[src/rtl/i2cb_pkg.sv]
package i2cb_pkg;

  typedef enum logic [2:0] {
    BC_IDLE  = 3'd0,
    BC_START = 3'd1,
    BC_STOP  = 3'd2,
    BC_WRITE = 3'd3,
    BC_READ  = 3'd4
  } bit_cmd_e;

  localparam int unsigned PHASES    = 5;
  localparam int unsigned PH_W      = $clog2(PHASES + 1);
  localparam logic [PH_W-1:0] PH_SAMPLE = PH_W'(2);
  localparam logic [PH_W-1:0] PH_LAST   = PH_W'(PHASES - 1);

  // Line enables {scl_oe, sda_oe} for a command in a given phase.
  function automatic logic [1:0] phase_drive(bit_cmd_e c, logic [PH_W-1:0] ph,
                                             logic wbit, logic [1:0] cur);
    logic [1:0] r;
    r = cur;
    case (c)
      BC_START: begin
        if (ph == 0)      r = {cur[1], 1'b0};
        else if (ph < 3)  r = 2'b00;
        else if (ph == 3) r = 2'b01;
        else              r = 2'b11;
      end
      BC_STOP: begin
        if (ph == 0)      r = 2'b11;
        else if (ph < 3)  r = 2'b01;
        else              r = 2'b00;
      end
      BC_WRITE: r = {(ph == 0) || (ph == PH_LAST), ~wbit};
      BC_READ:  r = {(ph == 0) || (ph == PH_LAST), 1'b0};
      default:  r = cur;
    endcase
    return r;
  endfunction

endpackage

[src/rtl/i2cb_sync.sv]
module i2cb_sync #(
  parameter int unsigned WIDTH     = 2,
  parameter int unsigned STAGES    = 2,
  parameter logic [WIDTH-1:0] INIT = '1
) (
  input  logic             clk,
  input  logic             rst,
  input  logic [WIDTH-1:0] d,
  output logic [WIDTH-1:0] q
);
  logic [WIDTH-1:0] stg [STAGES];

  for (genvar i = 0; i < STAGES; i++) begin : g_stage
    always_ff @(posedge clk) begin
      if (rst)         stg[i] <= INIT;
      else if (i == 0) stg[i] <= d;
      else             stg[i] <= stg[(i == 0) ? 0 : i - 1];
    end
  end

  assign q = stg[STAGES-1];
endmodule

[src/rtl/i2cb_divreg.sv]
module i2cb_divreg #(
  parameter int unsigned DIV_W         = 16,
  parameter logic [DIV_W-1:0] DIV_INIT = DIV_W'(302)
) (
  input  logic             clk,
  input  logic             rst,
  input  logic             enable,
  input  logic             wr,
  input  logic [DIV_W-1:0] wdata,
  output logic [DIV_W-1:0] q
);
  always_ff @(posedge clk) begin
    if (rst)               q <= DIV_INIT;
    else if (wr && !enable) q <= wdata;
  end
endmodule

[src/rtl/i2cb_phase_timer.sv]
module i2cb_phase_timer
  import i2cb_pkg::*;
#(
  parameter int unsigned DIV_W = 16
) (
  input  logic             clk,
  input  logic             rst,
  input  logic             clear,
  input  logic             start,
  input  logic             run,
  input  logic             hold,
  input  logic [DIV_W-1:0] div,
  output logic [PH_W-1:0]  phase,
  output logic             ph_end
);
  logic [DIV_W-1:0] cnt;
  logic             at_limit;

  assign at_limit = (cnt == div);
  assign ph_end   = run && at_limit && !hold;

  always_ff @(posedge clk) begin
    if (rst || clear || start) begin
      cnt   <= '0;
      phase <= '0;
    end else if (run) begin
      if (!at_limit) begin
        cnt <= cnt + 1'b1;
      end else if (!hold) begin
        cnt   <= '0;
        phase <= phase + 1'b1;
      end
    end
  end
endmodule

[src/rtl/i2cb_busmon.sv]
module i2cb_busmon (
  input  logic clk,
  input  logic rst,
  input  logic scl_s,
  input  logic sda_s,
  output logic busy
);
  logic scl_d, sda_d;
  logic saw_start, saw_stop;

  assign saw_start = scl_d && scl_s && sda_d && !sda_s;
  assign saw_stop  = scl_d && scl_s && !sda_d && sda_s;

  always_ff @(posedge clk) begin
    if (rst) begin
      scl_d <= 1'b1;
      sda_d <= 1'b1;
      busy  <= 1'b0;
    end else begin
      scl_d <= scl_s;
      sda_d <= sda_s;
      if (saw_start)     busy <= 1'b1;
      else if (saw_stop) busy <= 1'b0;
    end
  end
endmodule

[src/rtl/i2c_bit_engine.sv]
module i2c_bit_engine
  import i2cb_pkg::*;
#(
  parameter int unsigned DIV_W       = 16,
  parameter int unsigned DIV_INIT    = 302,
  parameter int unsigned SYNC_STAGES = 2
) (
  input  logic             clk,
  input  logic             rst,
  input  logic             enable,
  input  logic             div_wr,
  input  logic [DIV_W-1:0] div_wdata,
  input  logic             cmd_valid,
  input  logic [2:0]       cmd,
  input  logic             cmd_wbit,
  input  logic             scl_i,
  input  logic             sda_i,
  output logic             scl_oe,
  output logic             sda_oe,
  output logic             cmd_done,
  output logic             rx_bit,
  output logic             bus_busy,
  output logic             arb_lost
);
  logic [DIV_W-1:0] div_q;
  logic [1:0]       line_s;
  logic             scl_s, sda_s;
  logic [PH_W-1:0]  phase;
  logic             ph_end;
  logic             active_q;
  bit_cmd_e         cmd_q;
  logic             wbit_q;
  logic             accept, hold, sample_pt, arb_hit, clear;

  i2cb_divreg #(.DIV_W(DIV_W), .DIV_INIT(DIV_W'(DIV_INIT))) u_div (
    .clk(clk), .rst(rst), .enable(enable), .wr(div_wr),
    .wdata(div_wdata), .q(div_q)
  );

  i2cb_sync #(.WIDTH(2), .STAGES(SYNC_STAGES), .INIT(2'b11)) u_sync (
    .clk(clk), .rst(rst), .d({scl_i, sda_i}), .q(line_s)
  );
  assign scl_s = line_s[1];
  assign sda_s = line_s[0];

  i2cb_busmon u_mon (
    .clk(clk), .rst(rst), .scl_s(scl_s), .sda_s(sda_s), .busy(bus_busy)
  );

  assign accept    = enable && cmd_valid && !active_q;
  assign hold      = !scl_oe && !scl_s;
  assign sample_pt = active_q && ph_end && (phase == PH_SAMPLE);
  assign arb_hit   = sample_pt && (cmd_q == BC_WRITE) && wbit_q && !sda_s && scl_s;
  assign clear     = !enable || arb_hit;

  i2cb_phase_timer #(.DIV_W(DIV_W)) u_tmr (
    .clk(clk), .rst(rst), .clear(clear), .start(accept), .run(active_q),
    .hold(hold), .div(div_q), .phase(phase), .ph_end(ph_end)
  );

  always_ff @(posedge clk) begin
    if (rst) begin
      active_q <= 1'b0;
      cmd_q    <= BC_IDLE;
      wbit_q   <= 1'b0;
      scl_oe   <= 1'b0;
      sda_oe   <= 1'b0;
      cmd_done <= 1'b0;
      arb_lost <= 1'b0;
      rx_bit   <= 1'b0;
    end else if (!enable) begin
      active_q <= 1'b0;
      scl_oe   <= 1'b0;
      sda_oe   <= 1'b0;
      cmd_done <= 1'b0;
      arb_lost <= 1'b0;
    end else begin
      cmd_done <= 1'b0;
      arb_lost <= 1'b0;
      if (accept) begin
        active_q <= 1'b1;
        cmd_q    <= bit_cmd_e'(cmd);
        wbit_q   <= cmd_wbit;
        {scl_oe, sda_oe} <= phase_drive(bit_cmd_e'(cmd), '0, cmd_wbit, {scl_oe, sda_oe});
      end else if (arb_hit) begin
        active_q <= 1'b0;
        scl_oe   <= 1'b0;
        sda_oe   <= 1'b0;
        cmd_done <= 1'b1;
        arb_lost <= 1'b1;
      end else if (active_q && ph_end) begin
        if (phase == PH_LAST) begin
          active_q <= 1'b0;
          cmd_done <= 1'b1;
        end else begin
          {scl_oe, sda_oe} <= phase_drive(cmd_q, phase + 1'b1, wbit_q, {scl_oe, sda_oe});
        end
      end
      if (sample_pt && cmd_q == BC_READ) rx_bit <= sda_s;
    end
  end
endmodule

[config.mk]
export PLATFORM = sky130hd
export DESIGN_NAME = i2c_bit_engine
export DESIGN_NICKNAME = d
export VERILOG_FILES = /design/src/rtl/i2cb_pkg.sv /design/src/rtl/i2cb_sync.sv /design/src/rtl/i2cb_divreg.sv /design/src/rtl/i2cb_phase_timer.sv /design/src/rtl/i2cb_busmon.sv /design/src/rtl/i2c_bit_engine.sv
export SDC_FILE = /design/constraint.sdc
export NUM_CORES = 1
export LEC_CHECK = 0
export BUFFER_PORTS_ARGS = -buffer_cell sky130_fd_sc_hd__buf_2
export CAP_MARGIN = 20
export CORE_MARGIN = 1.5
export CORE_UTILIZATION = 45
export CTS_CLUSTER_SIZE = 14
export DETAILED_ROUTE_END_ITERATION = 16
export PLACE_DENSITY = 0.75
export SLEW_MARGIN = 15
export SYNTH_ARGS = -nofsm -noshare
export SYNTH_HDL_FRONTEND = slang
export SYNTH_SLANG_ARGS = --single-unit
[constraint.sdc]
create_clock -name clk -period 2.6 [get_ports clk]
set_input_delay 0.26 -clock clk [delete_from_list [all_inputs] [get_ports clk]]
set_output_delay 0.26 -clock clk [all_outputs]
set_load 0.03 [all_outputs]
**Word-level counts from Yosys, hierarchy flattened**

Memories as Yosys holds them, arrays and structs flattened.
Cells that the tools add are included.
Widths: inputs -> output; s select.

- Latch bits: 0
- Memory bits (writable): 4
- Memories: 1
- Register bits after elaboration: 48
- Bits in read-only memories: 0
- Output and inout bits: 6

- $lt $le $gt $ge: 1
- Muxes and demuxes: 32
- Divide/modulo/power cells: 0
- Eq/ne operators: 19
- Reduce and logical (&&, ||, !) cells: 43
- Multipliers: 0
- Bitwise logic cells: 6
- Shift-type cells: 0
- Add/sub/neg operators: 2

Memory list:

| memory | words | bits a word | read ports | clocked after memory_dff | write ports | line | RTL |
|---|---|---|---|---|---|---|---|
| u_sync.stg | 2 | 2 | 2 | 0 | 2 | i2cb_sync.sv:11 | `logic [WIDTH-1:0] stg [STAGES];` |

Operators by type and width:

| operator | number |
|---|---|
| $mux 16 | 2 |
| $mux 1 | 22 |
| $eq 3x2->1 const B | 6 |
| $logic_and 1x1->1 | 18 |
| $add 16x1->16 const B | 1 |
| $eq 16x16->1 | 1 |
| $pmux 2 s4 | 2 |
| $eq 3x3->1 const B | 4 |
| $mux 2 | 6 |
| $reduce_and 2->1 | 4 |
| $logic_not 1->1 | 7 |
| $eq 3x1->1 const B | 2 |
| $reduce_and 6->1 | 1 |
| $reduce_bool 3->1 | 2 |
| $reduce_bool 6->1 | 1 |
| $ne 5x5->1 const B | 1 |
| $logic_or 1x1->1 | 4 |
| $ne 2x2->1 const B | 2 |
| $ne 4x3->1 const B | 1 |
| $ne 4x4->1 const B | 1 |
| $not 1->1 | 4 |
| $reduce_and 4->1 | 1 |
| $add 3x1->3 const B | 1 |
| $logic_not 3->1 | 1 |
| 7 further kinds | 8 |

**Logic depth before layout (Yosys ltp)**

- Word-level depth: 13
- Gate-level depth with buffers: 9
- Mapped depth without buffers: 8

**Hierarchy**

From an unflattened synthesis, not the netlist that was laid out.

- Cells, all modules: 370
- Area total of the unflattened synthesis: 3078.0 µm²

By module, submodules not included:

| module | times used | area an instance (µm²) | cells an instance |
|---|---|---|---|
| i2cb_phase_timer | 1 | 1440.1 | 191 |
| i2cb_divreg | 1 | 726.9 | 72 |
| i2c_bit_engine | 1 | 705.7 | 89 |
| i2cb_sync | 1 | 105.1 | 8 |
| i2cb_busmon | 1 | 100.1 | 10 |

**Worst setup path after synthesis**

Ideal clock, no wire load.

- Path kind: register to register
- From: register u_tmr.cnt[2]
- To: register rx_bit
- Path slack: 0.468 ns
- Period minus slack after synthesis: 2.132 ns
- Data required time: 2.530 ns
- Cell stages (with the launch flop): 9
- Library setup time: 0.070 ns
- Path buffers: 2
- Arrival time: 2.062 ns
- Cell sequence: dfxtp_1 -> buf_6 -> xnor2_2 -> nand4_1 -> or4_4 -> or2_1 -> buf_6 -> or3_1 -> a21oi_1

- Cells in the longest elaborated chain, start to end: 7

Ends and longest elaborated chain:

| element | line | RTL |
|---|---|---|
| start, declared | i2cb_phase_timer.sv:16 | `logic [DIV_W-1:0] cnt;` |
| start signal, assigned | i2cb_phase_timer.sv:28 | `cnt <= cnt + 1'b1;` |
| $eq 16x16->1 | i2cb_phase_timer.sv:19 | `assign at_limit = (cnt == div);` |
| $logic_and 1x1->1 (2 in a row) | i2cb_phase_timer.sv:20 | `assign ph_end = run && at_limit && !hold;` |
| $logic_and 1x1->1 (2 in a row) | i2c_bit_engine.sv:52 | `assign sample_pt = active_q && ph_end && (phase == PH_SAMPLE);` |
| $logic_and 1x1->1 | i2c_bit_engine.sv:99 | `if (sample_pt && cmd_q == BC_READ) rx_bit <= sda_s;` |
| $reduce_and 2->1 (no source line) | - |  |
| end signal, assigned | i2c_bit_engine.sv:99 |  |
| end, declared | i2c_bit_engine.sv:21 | `output logic rx_bit,` |

No other way between the ends.
A chain may end at the register's enable or synchronous reset.

**Final worst setup path**

- From: register u_tmr.cnt[13]
- To: register u_tmr.cnt[8]

- Cells in the longest elaborated chain, start to end: 12

Ends and longest elaborated chain:

| element | line | RTL |
|---|---|---|
| $eq 16x16->1 (*) | i2cb_phase_timer.sv:19 |  |
| $logic_and 1x1->1 (2 in a row) | i2cb_phase_timer.sv:20 |  |
| $logic_and 1x1->1 (2 in a row) | i2c_bit_engine.sv:52 |  |
| $logic_and 1x1->1 (4 in a row) | i2c_bit_engine.sv:53 | `assign arb_hit = sample_pt && (cmd_q == BC_WRITE) && wbit_q && !sda_s && scl_s;` |
| $logic_or 1x1->1 | i2c_bit_engine.sv:54 | `assign clear = !enable \|\| arb_hit;` |
| $logic_or 1x1->1 (2 in a row) | i2cb_phase_timer.sv:23 | `if (rst \|\| clear \|\| start) begin` |

Mark *: on every way between the ends. The rest lies on a longest branch, timed or not.

==> results by group <==
Outcome
  • Status: completed

Clocking
  • Hold buffers post-CTS: 0
  • CTS buffer count: 5
  • Worst-skew pair later-pin latency: 0.31 ns
  • Setup bufs post-CTS: 0
  • Buffer levels on the longest clock path: 2
  • CTS resizes: 0
  • Max H-tree Level: 2
  • CTS Sinks: 52
  • CTS tree: built
  • CTS root buf: clkbuf_8
  • Reg clk slew, reported paths: 0.10 ns

Yosys
  • Multiplexer area fraction after synthesis: 0.3895%
  • Main synth FF type: dfxtp_1
  • Main combinational cell family by area after synthesis: simple AND/OR/NAND/NOR gates
  • Syn nets: 342
  • Post-Syn Area: 2570 sq um
  • Compound-Gate Fraction of Synth Area: 15.00%
  • Adder-Cell Fraction of Synth Area: 2.434%
  • Synth cell types: 44
  • Synthesis Warnings: 0
  • XOR/XNOR share of the synthesized area: 11.49%
  • Number of synthesized flops with an enable pin: 0
  • Seq/Total Area, Yosys: 40.51%
  • Flops & latches, synth: 52
  • FFs w/ async S/R, synth: 0%
  • Cell count after synthesis: 310
  • Syn Area/Cell: 8.290 sq um
  • Post-synthesis simple-gate area fraction: 25.66%

Place
  • Placed cell area: 2794 sq um
  • PortBufs: 32
  • Placed cells: 404
  • Gpl congestion: 0.8582
  • Detailed Place HPWL: 3991 microns

Layout
  • Number of diodes: 0
  • Share of cells above drive strength 1: 18.82%
  • Final net count: 371
  • Synthesis-to-layout area growth: 12.61%
  • Final non-filler cell total: 412
  • Final Cell Area: 2894 sq um

STA
  • Max Freq: 412.4 MHz
  • Total negative slack: 0 ns
  • Setup violators final: 0
  • Fin. Hold Viols: 0
  • Period Utilization, post-route: 93.26%
  • Clock skew: 0.005456 ns
  • Unrepaired setup endpoints after global routing: false
  • Slew @ Worst Pin: 0.5862 ns
  • Minimum clock period after layout: 2.425 ns
  • Pins Over Slew Limit: 0
  • Max-slew headroom: 59.91%

Drt
  • DRC Markers: 0
  • Via count: 2170
  • DRT iter0 DRCs: 94
  • WL/cell: 13.10 microns
  • Post-Route WL: 5396 microns
  • Post-route ant nets: 0
  • DR vias/cell: 5.267
  • TritonRoute pass-1 iters: 4

Floorplanning
  • Initial core utilization: 46.67%
  • Die Ht: 78.57 microns
  • Core Footprint: 5507 sq um
  • Number of core rows: 27
  • I/O pins: 33
  • Die Footprint: 6173 sq um
  • Die span in x: 78.57 microns

Min path
  • Hold Path Class: primary input to flop

Setup path
  • WP data arrival: 2.61 ns
  • CP Data Required Time: 2.79 ns
  • CP endpoint kind: flop
  • Maximum fanout along the worst path: 13
  • Critical Path Start Type: flop
  • Crit Path Class: flop to flop

Power
  • Logic pwr share: 9.0%
  • VDD IR max: 0.3692 mV
  • Clock share of power: 34.3%
  • Internal power: 0.001101 W
  • Sequential share of power: 56.7%
  • Leakage: 1.039 nW
  • PwrDens: 510.3 nW/um^2
  • Switching power: 0.0003756 W
  • Switching share of power: 25.43%

Global route
  • Largest net degree at the start of global routing: 30
  • Tot GR Track Use: 19.25%
  • First-pass GRT wire length: 9411 microns
  • GRT overflow: 0
  • Vias in the first global route: 2055
  • Initial antenna violation count: 0

Run
  • Max cap viols: 0
[layer usage]
| metal | track usage (%) | share of wire (%) |
|---|---|---|
| met5 | 0 | 0 |
| met1 | 25.36 | 49 |
| met4 | 8.036 | 2.1 |
| met2 | 30.34 | 45 |
| met3 | 4.186 | 3.9 |
[power groups by stage]
stage / registers, W / logic [W] / clock network [W]
floorplan: 0.000853 / 0.0000905 / 0
global placement: 0.000855 / 0.000131 / 0
detailed placement: 0.000856 / 0.000133 / 0
CTS: 0.000837 / 0.000134 / 0.000518
global route: 0.000840 / 0.000150 / 0.000541
finish: 0.000838 / 0.000133 / 0.000506
[state kept, by name, indices dropped and copies added, names as in the netlist]
register	cells
cmd_done	1
cmd_q	3
u_tmr.cnt	16
u_sync.stg	4
u_mon.busy	1
rx_bit	1
u_tmr.phase	3
u_mon.scl_d	1
u_div.q	16
wbit_q	1
scl_oe	1
active_q	1
sda_oe	1
u_mon.sda_d	1
arb_lost	1
[final timing paths]
path	startpoint	end	slack, ns	cells past startpoint
max	u_tmr.cnt[13]	u_tmr.cnt[8]	0.18	6
min	sda_i	u_sync.stg[0][0]	0.13	2
max reg2reg	u_tmr.cnt[13]	u_tmr.cnt[8]	0.18	6
min reg2reg	u_sync.stg[0][1]	u_sync.stg[1][1]	0.42	1
[Yosys cell counts (all sizes together) (2+ instances only)]
master,n,area (sq um)
nand4,8,50.05
dfxtp,52,1041
xor2,2,17.52
or2,10,62.56
or3,2,12.51
nand2b,3,18.77
nand2,46,172.7
clkbuf,14,52.55
and3,3,20.02
nand3b,6,45.04
nor3,5,25.02
xnor2,30,277.8
a21oi,29,145.1
ha,5,62.56
a211oi,9,72.57
nor3b,2,15.01
nor2,25,93.84
a2111oi,4,41.29
a31oi,3,18.77
nor2b,5,31.28
inv,8,30.03
nand3,15,75.07
o21ai,7,35.03
buf,4,33.78
[per-stage QoR]
step	hold WS (ns)	setup WS [ns]	total power, W	utilization, %
after detailed placement	0.3940	0.2249	0.0009890	50.74
after floorplan	0.3638	0.4681	0.0009432	-
final	0.1281	0.1752	0.001477	52.56
after CTS	0.1218	0.1694	0.001490	52.56
after global routing	0.1174	0.01207	0.001531	52.56
after global placement	0.3918	0.2702	0.0009862	50.74
[placed cells by master (no fill, tap or decap), types with 3 or more instances in the layout]
| master | instances |
|---|---|
| a2111oi_0 | 3 |
| a211oi_1 | 8 |
| a21oi_1 | 29 |
| a31oi_1 | 3 |
| buf_2 | 32 |
| buf_4 | 8 |
| clkbuf_8 | 6 |
| dfxtp_1 | 52 |
| ha_1 | 5 |
| inv_1 | 8 |
| nand2_1 | 46 |
| nand2b_1 | 3 |
| nand3_1 | 15 |
| nand3b_1 | 6 |
| nand4_1 | 8 |
| nor2_1 | 25 |
| nor2b_1 | 5 |
| nor3_1 | 5 |
| o21ai_0 | 6 |
| or2_2 | 9 |
| xnor2_1 | 28 |
[final cells by class]
cell class	count	area, sq um
fill	522	2613
multi-input combinational	232	1413
sequential	52	1041
timing repair buffer	40	220.2
tap	72	90.09
clock buffer	6	82.58
inverter	8	30.03
clock inverter	2	17.52
[logic make-up after synthesis]
group	after synthesis
simple gates	134
compound gates	60
flops	52
xor+xnor	32
buf+inv	26
fa+ha+maj	5
mux	1
[critical path, cell delays in order, from the launching register on]
cell and delay [ns]:
dfxtp_1 0.36, xnor2_1 0.27, nand4_1 0.19, or4_4 0.56
or2_1 0.36, or2b_1 0.47, nor2_1 0.10
(Power assumes the default switching activity.)
